==> src/rtl/vic_pkg.sv <==
package vic_pkg;
    localparam int NSRC      = 32;
    localparam int NGRP      = 6;
    localparam int GSLOTS    = 6;
    localparam int FIRST_OFS = 2;
    localparam int SRC_W     = $clog2(NSRC);
    localparam int GRP_W     = $clog2(NGRP);
    localparam int SLOT_W    = $clog2(GSLOTS);
    localparam int SEL_W     = $clog2(GSLOTS - 2);
    localparam int PRIO_W    = NGRP + NGRP * SEL_W;
    localparam int DW        = 32;
    localparam int AW        = 3;

    localparam logic [AW-1:0] A_PEND = 3'd0;
    localparam logic [AW-1:0] A_MASK = 3'd1;
    localparam logic [AW-1:0] A_MODE = 3'd2;
    localparam logic [AW-1:0] A_PRIO = 3'd3;
    localparam logic [AW-1:0] A_INSV = 3'd4;
    localparam logic [AW-1:0] A_OFFS = 3'd5;

    typedef struct packed {
        logic [NSRC-1:0]   pend;
        logic [NSRC-1:0]   mask;
        logic [NSRC-1:0]   mode;
        logic [PRIO_W-1:0] prio;
        logic [NSRC-1:0]   insv;
        logic [SRC_W-1:0]  offs;
    } vic_state_t;
endpackage

==> src/rtl/vic_grp_arb.sv <==
module vic_grp_arb #(
    parameter int SLOTS  = 6,
    parameter int SEL_W  = $clog2(SLOTS - 2),
    parameter int SLOT_W = $clog2(SLOTS)
) (
    input  logic [SLOTS-1:0]  req_i,
    input  logic [SEL_W-1:0]  sel_i,
    output logic              hit_o,
    output logic [SLOT_W-1:0] slot_o
);
    localparam int MID = SLOTS - 2;

    logic found;

    always_comb begin
        hit_o  = |req_i;
        slot_o = '0;
        found  = 1'b0;
        if (req_i[0]) begin
            found = 1'b1;
        end
        for (int j = 0; j < MID; j++) begin
            if (!found && req_i[1 + ((int'(sel_i) + j) % MID)]) begin
                slot_o = SLOT_W'(1 + ((int'(sel_i) + j) % MID));
                found  = 1'b1;
            end
        end
        if (!found && req_i[SLOTS-1]) begin
            slot_o = SLOT_W'(SLOTS - 1);
        end
    end
endmodule

==> src/rtl/vic_fin_arb.sv <==
module vic_fin_arb #(
    parameter int N   = 6,
    parameter int IDW = $clog2(N)
) (
    input  logic [N-1:0]   req_i,
    output logic           hit_o,
    output logic [IDW-1:0] grp_o
);
    always_comb begin
        hit_o = |req_i;
        grp_o = '0;
        for (int i = N - 1; i >= 0; i--) begin
            if (req_i[i]) grp_o = IDW'(i);
        end
    end
endmodule

==> src/rtl/vic_ctrl.sv <==
module vic_ctrl
    import vic_pkg::*;
(
    input  logic          clk_i,
    input  logic          rst_ni,
    input  logic [31:0]   src_i,
    input  logic [2:0]    bus_addr_i,
    input  logic          bus_we_i,
    input  logic [31:0]   bus_wdata_i,
    output logic [31:0]   bus_rdata_o,
    output logic          irq_o,
    output logic          fiq_o
);
    vic_state_t st_d, st_q;

    logic [NSRC-1:0]   cand;
    logic [NSRC-1:0]   pend_q, mask_q, mode_q, insv_q;
    logic [SRC_W-1:0]  offs_q;
    logic [NGRP-1:0][GSLOTS-1:0] grp_req;
    logic [NGRP-1:0][SLOT_W-1:0] grp_slot;
    logic [NGRP-1:0]   grp_hit;
    logic              fin_hit;
    logic [GRP_W-1:0]  fin_grp;
    logic [SRC_W-1:0]  win_idx;
    logic [SEL_W-1:0]  cur_sel;
    int                win_int;

    assign pend_q = st_q.pend;
    assign mask_q = st_q.mask;
    assign mode_q = st_q.mode;
    assign insv_q = st_q.insv;
    assign offs_q = st_q.offs;

    assign cand = st_q.pend & ~st_q.mask & ~st_q.mode;

    for (genvar g = 0; g < NGRP; g++) begin : g_grp
        for (genvar k = 0; k < GSLOTS; k++) begin : g_slot
            localparam int IDX = g * GSLOTS - FIRST_OFS + k;
            if (IDX >= 0 && IDX < NSRC) begin : g_on
                assign grp_req[g][k] = cand[IDX];
            end else begin : g_off
                assign grp_req[g][k] = 1'b0;
            end
        end
        vic_grp_arb #(.SLOTS(GSLOTS), .SEL_W(SEL_W), .SLOT_W(SLOT_W)) u_arb (
            .req_i  (grp_req[g]),
            .sel_i  (st_q.prio[NGRP + SEL_W*g +: SEL_W]),
            .hit_o  (grp_hit[g]),
            .slot_o (grp_slot[g])
        );
    end

    vic_fin_arb #(.N(NGRP), .IDW(GRP_W)) u_fin (
        .req_i (grp_hit),
        .hit_o (fin_hit),
        .grp_o (fin_grp)
    );

    always_comb begin
        win_int = int'(fin_grp) * GSLOTS - FIRST_OFS + int'(grp_slot[fin_grp]);
        win_idx = SRC_W'(win_int);
    end

    always_comb begin
        st_d    = st_q;
        cur_sel = '0;
        if (bus_we_i) begin
            case (bus_addr_i)
                A_PEND:  st_d.pend = st_q.pend & ~bus_wdata_i;
                A_MASK:  st_d.mask = bus_wdata_i;
                A_MODE:  st_d.mode = bus_wdata_i;
                A_PRIO:  st_d.prio = bus_wdata_i[PRIO_W-1:0];
                A_INSV:  st_d.insv = st_q.insv & ~bus_wdata_i;
                default: ;
            endcase
        end
        st_d.pend = st_d.pend | src_i;
        if (st_q.insv == '0 && fin_hit) begin
            st_d.insv = NSRC'(1) << win_idx;
            st_d.offs = win_idx;
            if (st_q.prio[fin_grp]) begin
                cur_sel = st_d.prio[NGRP + SEL_W*int'(fin_grp) +: SEL_W];
                st_d.prio[NGRP + SEL_W*int'(fin_grp) +: SEL_W] = cur_sel + SEL_W'(1);
            end
        end else if (st_d.insv == '0) begin
            st_d.offs = '0;
        end
    end

    always_ff @(posedge clk_i or negedge rst_ni) begin
        if (!rst_ni) begin
            st_q      <= '0;
            st_q.mask <= '1;
        end else begin
            st_q      <= st_d;
        end
    end

    always_comb begin
        case (bus_addr_i)
            A_PEND:  bus_rdata_o = st_q.pend;
            A_MASK:  bus_rdata_o = st_q.mask;
            A_MODE:  bus_rdata_o = st_q.mode;
            A_PRIO:  bus_rdata_o = DW'(st_q.prio);
            A_INSV:  bus_rdata_o = st_q.insv;
            A_OFFS:  bus_rdata_o = DW'(st_q.offs);
            default: bus_rdata_o = '0;
        endcase
    end

    assign irq_o = |st_q.insv;
    assign fiq_o = |(st_q.pend & ~st_q.mask & st_q.mode);
endmodule

==> config.mk <==
export PLATFORM = sky130hd
export DESIGN_NAME = vic_ctrl
export DESIGN_NICKNAME = d
export VERILOG_FILES = /design/src/rtl/vic_pkg.sv /design/src/rtl/vic_grp_arb.sv /design/src/rtl/vic_fin_arb.sv /design/src/rtl/vic_ctrl.sv
export SDC_FILE = /design/constraint.sdc
export NUM_CORES = 1
export LEC_CHECK = 0
export CAP_MARGIN = 20
export CELL_PAD_IN_SITES_DETAIL_PLACEMENT = 1
export CELL_PAD_IN_SITES_GLOBAL_PLACEMENT = 1
export CORE_ASPECT_RATIO = 1.4
export CORE_MARGIN = 2
export CORE_UTILIZATION = 42
export CTS_BUF_LIST = sky130_fd_sc_hd__clkbuf_8
export DETAILED_ROUTE_END_ITERATION = 6
export GPL_TIMING_DRIVEN = 1
export PLACE_DENSITY = 0.85
export SETUP_SLACK_MARGIN = 0.05
export SYNTH_ARGS = -nofsm -noshare
export SYNTH_HDL_FRONTEND = slang
export SYNTH_SLANG_ARGS = --single-unit
==> constraint.sdc <==
create_clock -name clk_i -period 4.6 [get_ports clk_i]
set_input_delay 1.15 -clock clk_i [delete_from_list [all_inputs] [get_ports clk_i]]
set_output_delay 1.15 -clock clk_i [all_outputs]
set_load 0.01 [all_outputs]
==> summary.md <==
| Metric | Value |
|---|---|
| Row count | 71 |
| Die Footprint | 0.0285 sq mm |
| CP Launch Type | register |
| Setup WS pre-CTS | -0.0546 ns |
| Max clock buf depth | 2 |
| Slowest stage delay, CP | 0.49 ns |
| Routed Antenna Nets | 0 |
| CTS buffer count | 17 |
| FMAX | 0.214 GHz |
| # DRC | 0 |
| First-pass GRT wire length | 69.9 mm |
| CP delay by family, top | simple AND/OR/NAND/NOR gates |
| CP Capture Type | register |
| Syn. warnings | 0 |
| Yosys cell types | 100 |
| Outcome | finished with violations |
| Final worst slack | -0.0655 ns |
| Fill cells | 3063 |
| Design area | 0.0144 sq mm |
| Switching power | 3360 uW |
| Comb power frac | 0.580 |
| Clk_skew | 0.0225 ns |
| Crit-path most repeated cell | inv_1 |
| Multi-input logic area | 0.00758 sq mm |
| Critical path depth | 20 |
| # setup viols final | 1 |
| Slew @ Worst Pin | 1.01 ns |
| Critical Path End | insv_q[23] |
| Worst hold slack | 0.505 ns |
| Number of DRC markers in iteration 0 | 913 |
| Root buffer selected by CTS | clkbuf_8 |
| Clock Sinks | 151 |
| Drt first pass iters | 6 |
| IO Port Bufs | 103 |
| Reg2reg end | insv_q[23] |
| Reg2Reg Launch Point | st_q[53] |
| Post-synthesis async set-or-reset flop share | 1.00 |
| Worst Path Required | 4.96 ns |
| Sw Ratio | 0.470 |
| Slowest cell on crit path | o31ai_1 |
| CP Launch Point | st_q[53] |
| Syn Nets | 1313 |
| H-tree Lvls | 4 |
| Worst vdd ir | 0.000329 V |
| Crit path kind | reg -> reg |
| Reg clk slew, reported paths | 0.11 ns |
| Largest net degree at the start of global routing | 100 |
| Max_cap viols | 0 |
| Hold Crit Class | reg -> reg |
| Vias in the first global route | 12000 |
| Core Region | 0.0268 sq mm |
| CTS tree | built |
| Critical path cell sequence | inv_1, ha_1, inv_1, buf_4, nor2_1, a32o_1, or3_1, nor3_1, o2bb2ai_2, nand4_1, nand2_1, nor4_1, ha_1, inv_1, ha_2, inv_2, fa_2, xnor2_2, nand2_2, o31ai_1 |
| Fin crit share | 1.01 |
| Storage cell area | 0.00382 sq mm |
| Clock Latency Late Sink | 0.51 ns |
| Dpl cell area | 0.0134 sq mm |
| Tot GR Track Use | 0.328 |
| Nets | 1502 |
| Clk pwr share | 0.158 |
| Post-synthesis cell area | 0.0114 sq mm |
| Layout cells sized above 1 | 0.291 |
| Post-synth EDFFs | 0 |
| Initial Util | 0.425 |
| Vias per std cell | 6.45 |
| Die Y | 199 um |
| Part of the power in registers | 0.262 |
| Leakage power | 0.00584 uW |
| Cells on worst reg2reg path | 20 |
| Worst EP arrival | 5.03 ns |
| Post-synth top flop | dfrtp_1 |
| Failing checks | negative setup slack |
| Area growth, synth to finish | 26.5% |
| Io pins | 104 |
| Grt ovf | 0 |
| Worst R2R Setup Slack | -0.07 ns |
| Drt total wl | 48.1 mm |
| Max-slew violation count | 0 |
| Final GP Congestion | 0.971 |
| Wirelength per Cell | 27.1 um |
| Relative slew margins | 0.324 |
| Post-Route Utilization | 0.538 |
| Tmin final | 4.67 ns |
| Vias | 11400 |
| HPWL after DPL | 35.4 mm |
| Pwr Density | 496 mW/mm^2 |
| Initial antenna violation count | 1 |
| Avg Inst Size Synth | 9.45 sq um |
| Int Pwr | 3790 uW |
| Sequential area share after synthesis | 0.335 |
| Cells after synthesis | 1206 |
| Die width | 143 um |
| Hold-fix buffers, CTS | 0 |
| Worst path bufs/invs | 5 |
| RSZ-0062 raised after global routing | yes |
| Final hold violations | 0 |
| Max FO, Critical Path | 8 |
| Yosys reg bits | 151 |
[flip-flops by register name (all words and copies together), names as in the netlist, named ones only]
name	count
offs_q	5
mask_q	32
pend_q	32
insv_q	32
mode_q	32
st_q	16
[layout by cell type (no fill, tap or decap), types with 35 or more instances in the layout]
cell type	synthesis	layout
nand3b_1	35	35
buf_4	2	122
mux2i_1	76	76
mux2_2	80	79
a21o_1	36	36
nand2_1	148	147
a21oi_1	46	45
o21ai_0	41	38
nor2_1	75	72
dfrtp_1	119	117
clkdlybuf4s50_1	0	99
[area by class of cell]
cell class,instances,area share
multi-input cells,960,0.526
flip-flops and latches,151,0.265
repair buffers,230,0.139
well taps,365,0.0317
clock buffers,18,0.0172
clock inverters,14,0.0115
inverters,35,0.00946
diodes,1,0.000174
[synthesized netlist by cell type, drive strengths merged, types with 9 or more instances]
master | number | area (sq um)
and3 | 9 | 57.6
nand4 | 23 | 156
a21oi | 47 | 239
nor2b | 10 | 62.6
a21o | 37 | 279
mux2i | 76 | 761
nand3b | 35 | 263
nor4b | 9 | 78.8
a31oi | 11 | 83.8
inv | 35 | 134
clkbuf | 38 | 144
o21ai | 49 | 260
dfstp | 32 | 841
mux2 | 81 | 912
nor3b | 21 | 174
mux4 | 15 | 342
nor4bb | 9 | 90.1
nor3 | 12 | 60.1
o211ai | 12 | 90.1
nand2b | 13 | 81.3
nand3 | 17 | 90.1
o31ai | 39 | 348
ha | 35 | 438
nand2 | 151 | 574
a22oi | 20 | 150
nor2 | 76 | 302
dfrtp | 119 | 2980
o22ai | 23 | 150
or3b | 24 | 220
nor4 | 21 | 138
buf | 22 | 133
[how the worst min path moves through the flow]
| stage | from | to | slack, ns | depth (start not counted) |
|---|---|---|---|---|
| global placement | offs_q[1] | offs_q[1] | 0.46 | 1 |
| CTS | offs_q[1] | offs_q[1] | 0.51 | 1 |
| global route | offs_q[2] | offs_q[2] | 0.54 | 1 |
| detailed placement | offs_q[1] | offs_q[1] | 0.49 | 1 |
| floorplan | offs_q[1] | offs_q[1] | 0.44 | 1 |
| finish | offs_q[1] | offs_q[1] | 0.50 | 1 |
[power by group through the flow]
| stage | Combinational, uW | Clock, uW | Sequential (uW) |
|---|---|---|---|
| final | 4150 | 1130 | 1880 |
| after global routing | 4380 | 1180 | 1900 |
| after CTS | 3660 | 1120 | 1850 |
| after detailed placement | 3530 | 0 | 1880 |
| after global placement | 3420 | 0 | 1850 |
| after floorplan | 2370 | 0 | 1790 |
[metal layers]
metal  GRT usage  vias up  wire (um)
met5           0        -          0
met4       0.227        0       3940
met3      0.0638      215       3200
met2       0.564      558      23700
met1       0.363     5761      17200
li1            -     4900          -
[timing repair]
item | 4_1_cts | 5_1_grt
buffers inserted | 1 | 28
pin swaps | 0 | 28
endpoints found under the setup margin | 32 | 32
resized for setup | 11 | 73
[per-stage QoR]
step           total power (uW)  std cells  TNS [ns]
5_1_grt                    7470       1773   -0.0795
3_3_place_gp               5280       1712         0
4_1_cts                    6640       1745         0
3_5_place_dp               5410       1712    -0.250
6_report                   7150       1774   -0.0655
2_1_floorplan              4160       1206         0
[worst register-to-register path, stage by stage (launching register included)]
cell and delay, ns:
dfrtp_1 0.39, inv_1 0.14, ha_1 0.28, inv_1 0.12, buf_4 0.14, nor2_1 0.06, a32o_1 0.29, or3_1 0.43
nor3_1 0.35, o2bb2ai_2 0.19, nand4_1 0.14, nand2_1 0.14, nor4_1 0.06, ha_1 0.19, inv_1 0.06, ha_2 0.18
inv_2 0.05, fa_2 0.45, xnor2_2 0.21, nand2_2 0.20, o31ai_1 0.49
[kinds of logic after synthesis]
| kind of cell | after synthesis | synth area share |
|---|---|---|
| flip-flops | 151 | 0.335 |
| buffers and inverters | 95 | 0.0360 |
| multiplexers | 172 | 0.177 |
| adder cells (fa/ha/maj) | 37 | 0.0419 |
| AND/OR/NAND/NOR | 455 | 0.223 |
| XOR/XNOR | 11 | 0.00845 |
| AO/OA/AOI/OAI | 285 | 0.179 |
Note: power is estimated with default switching activity, not from simulation.
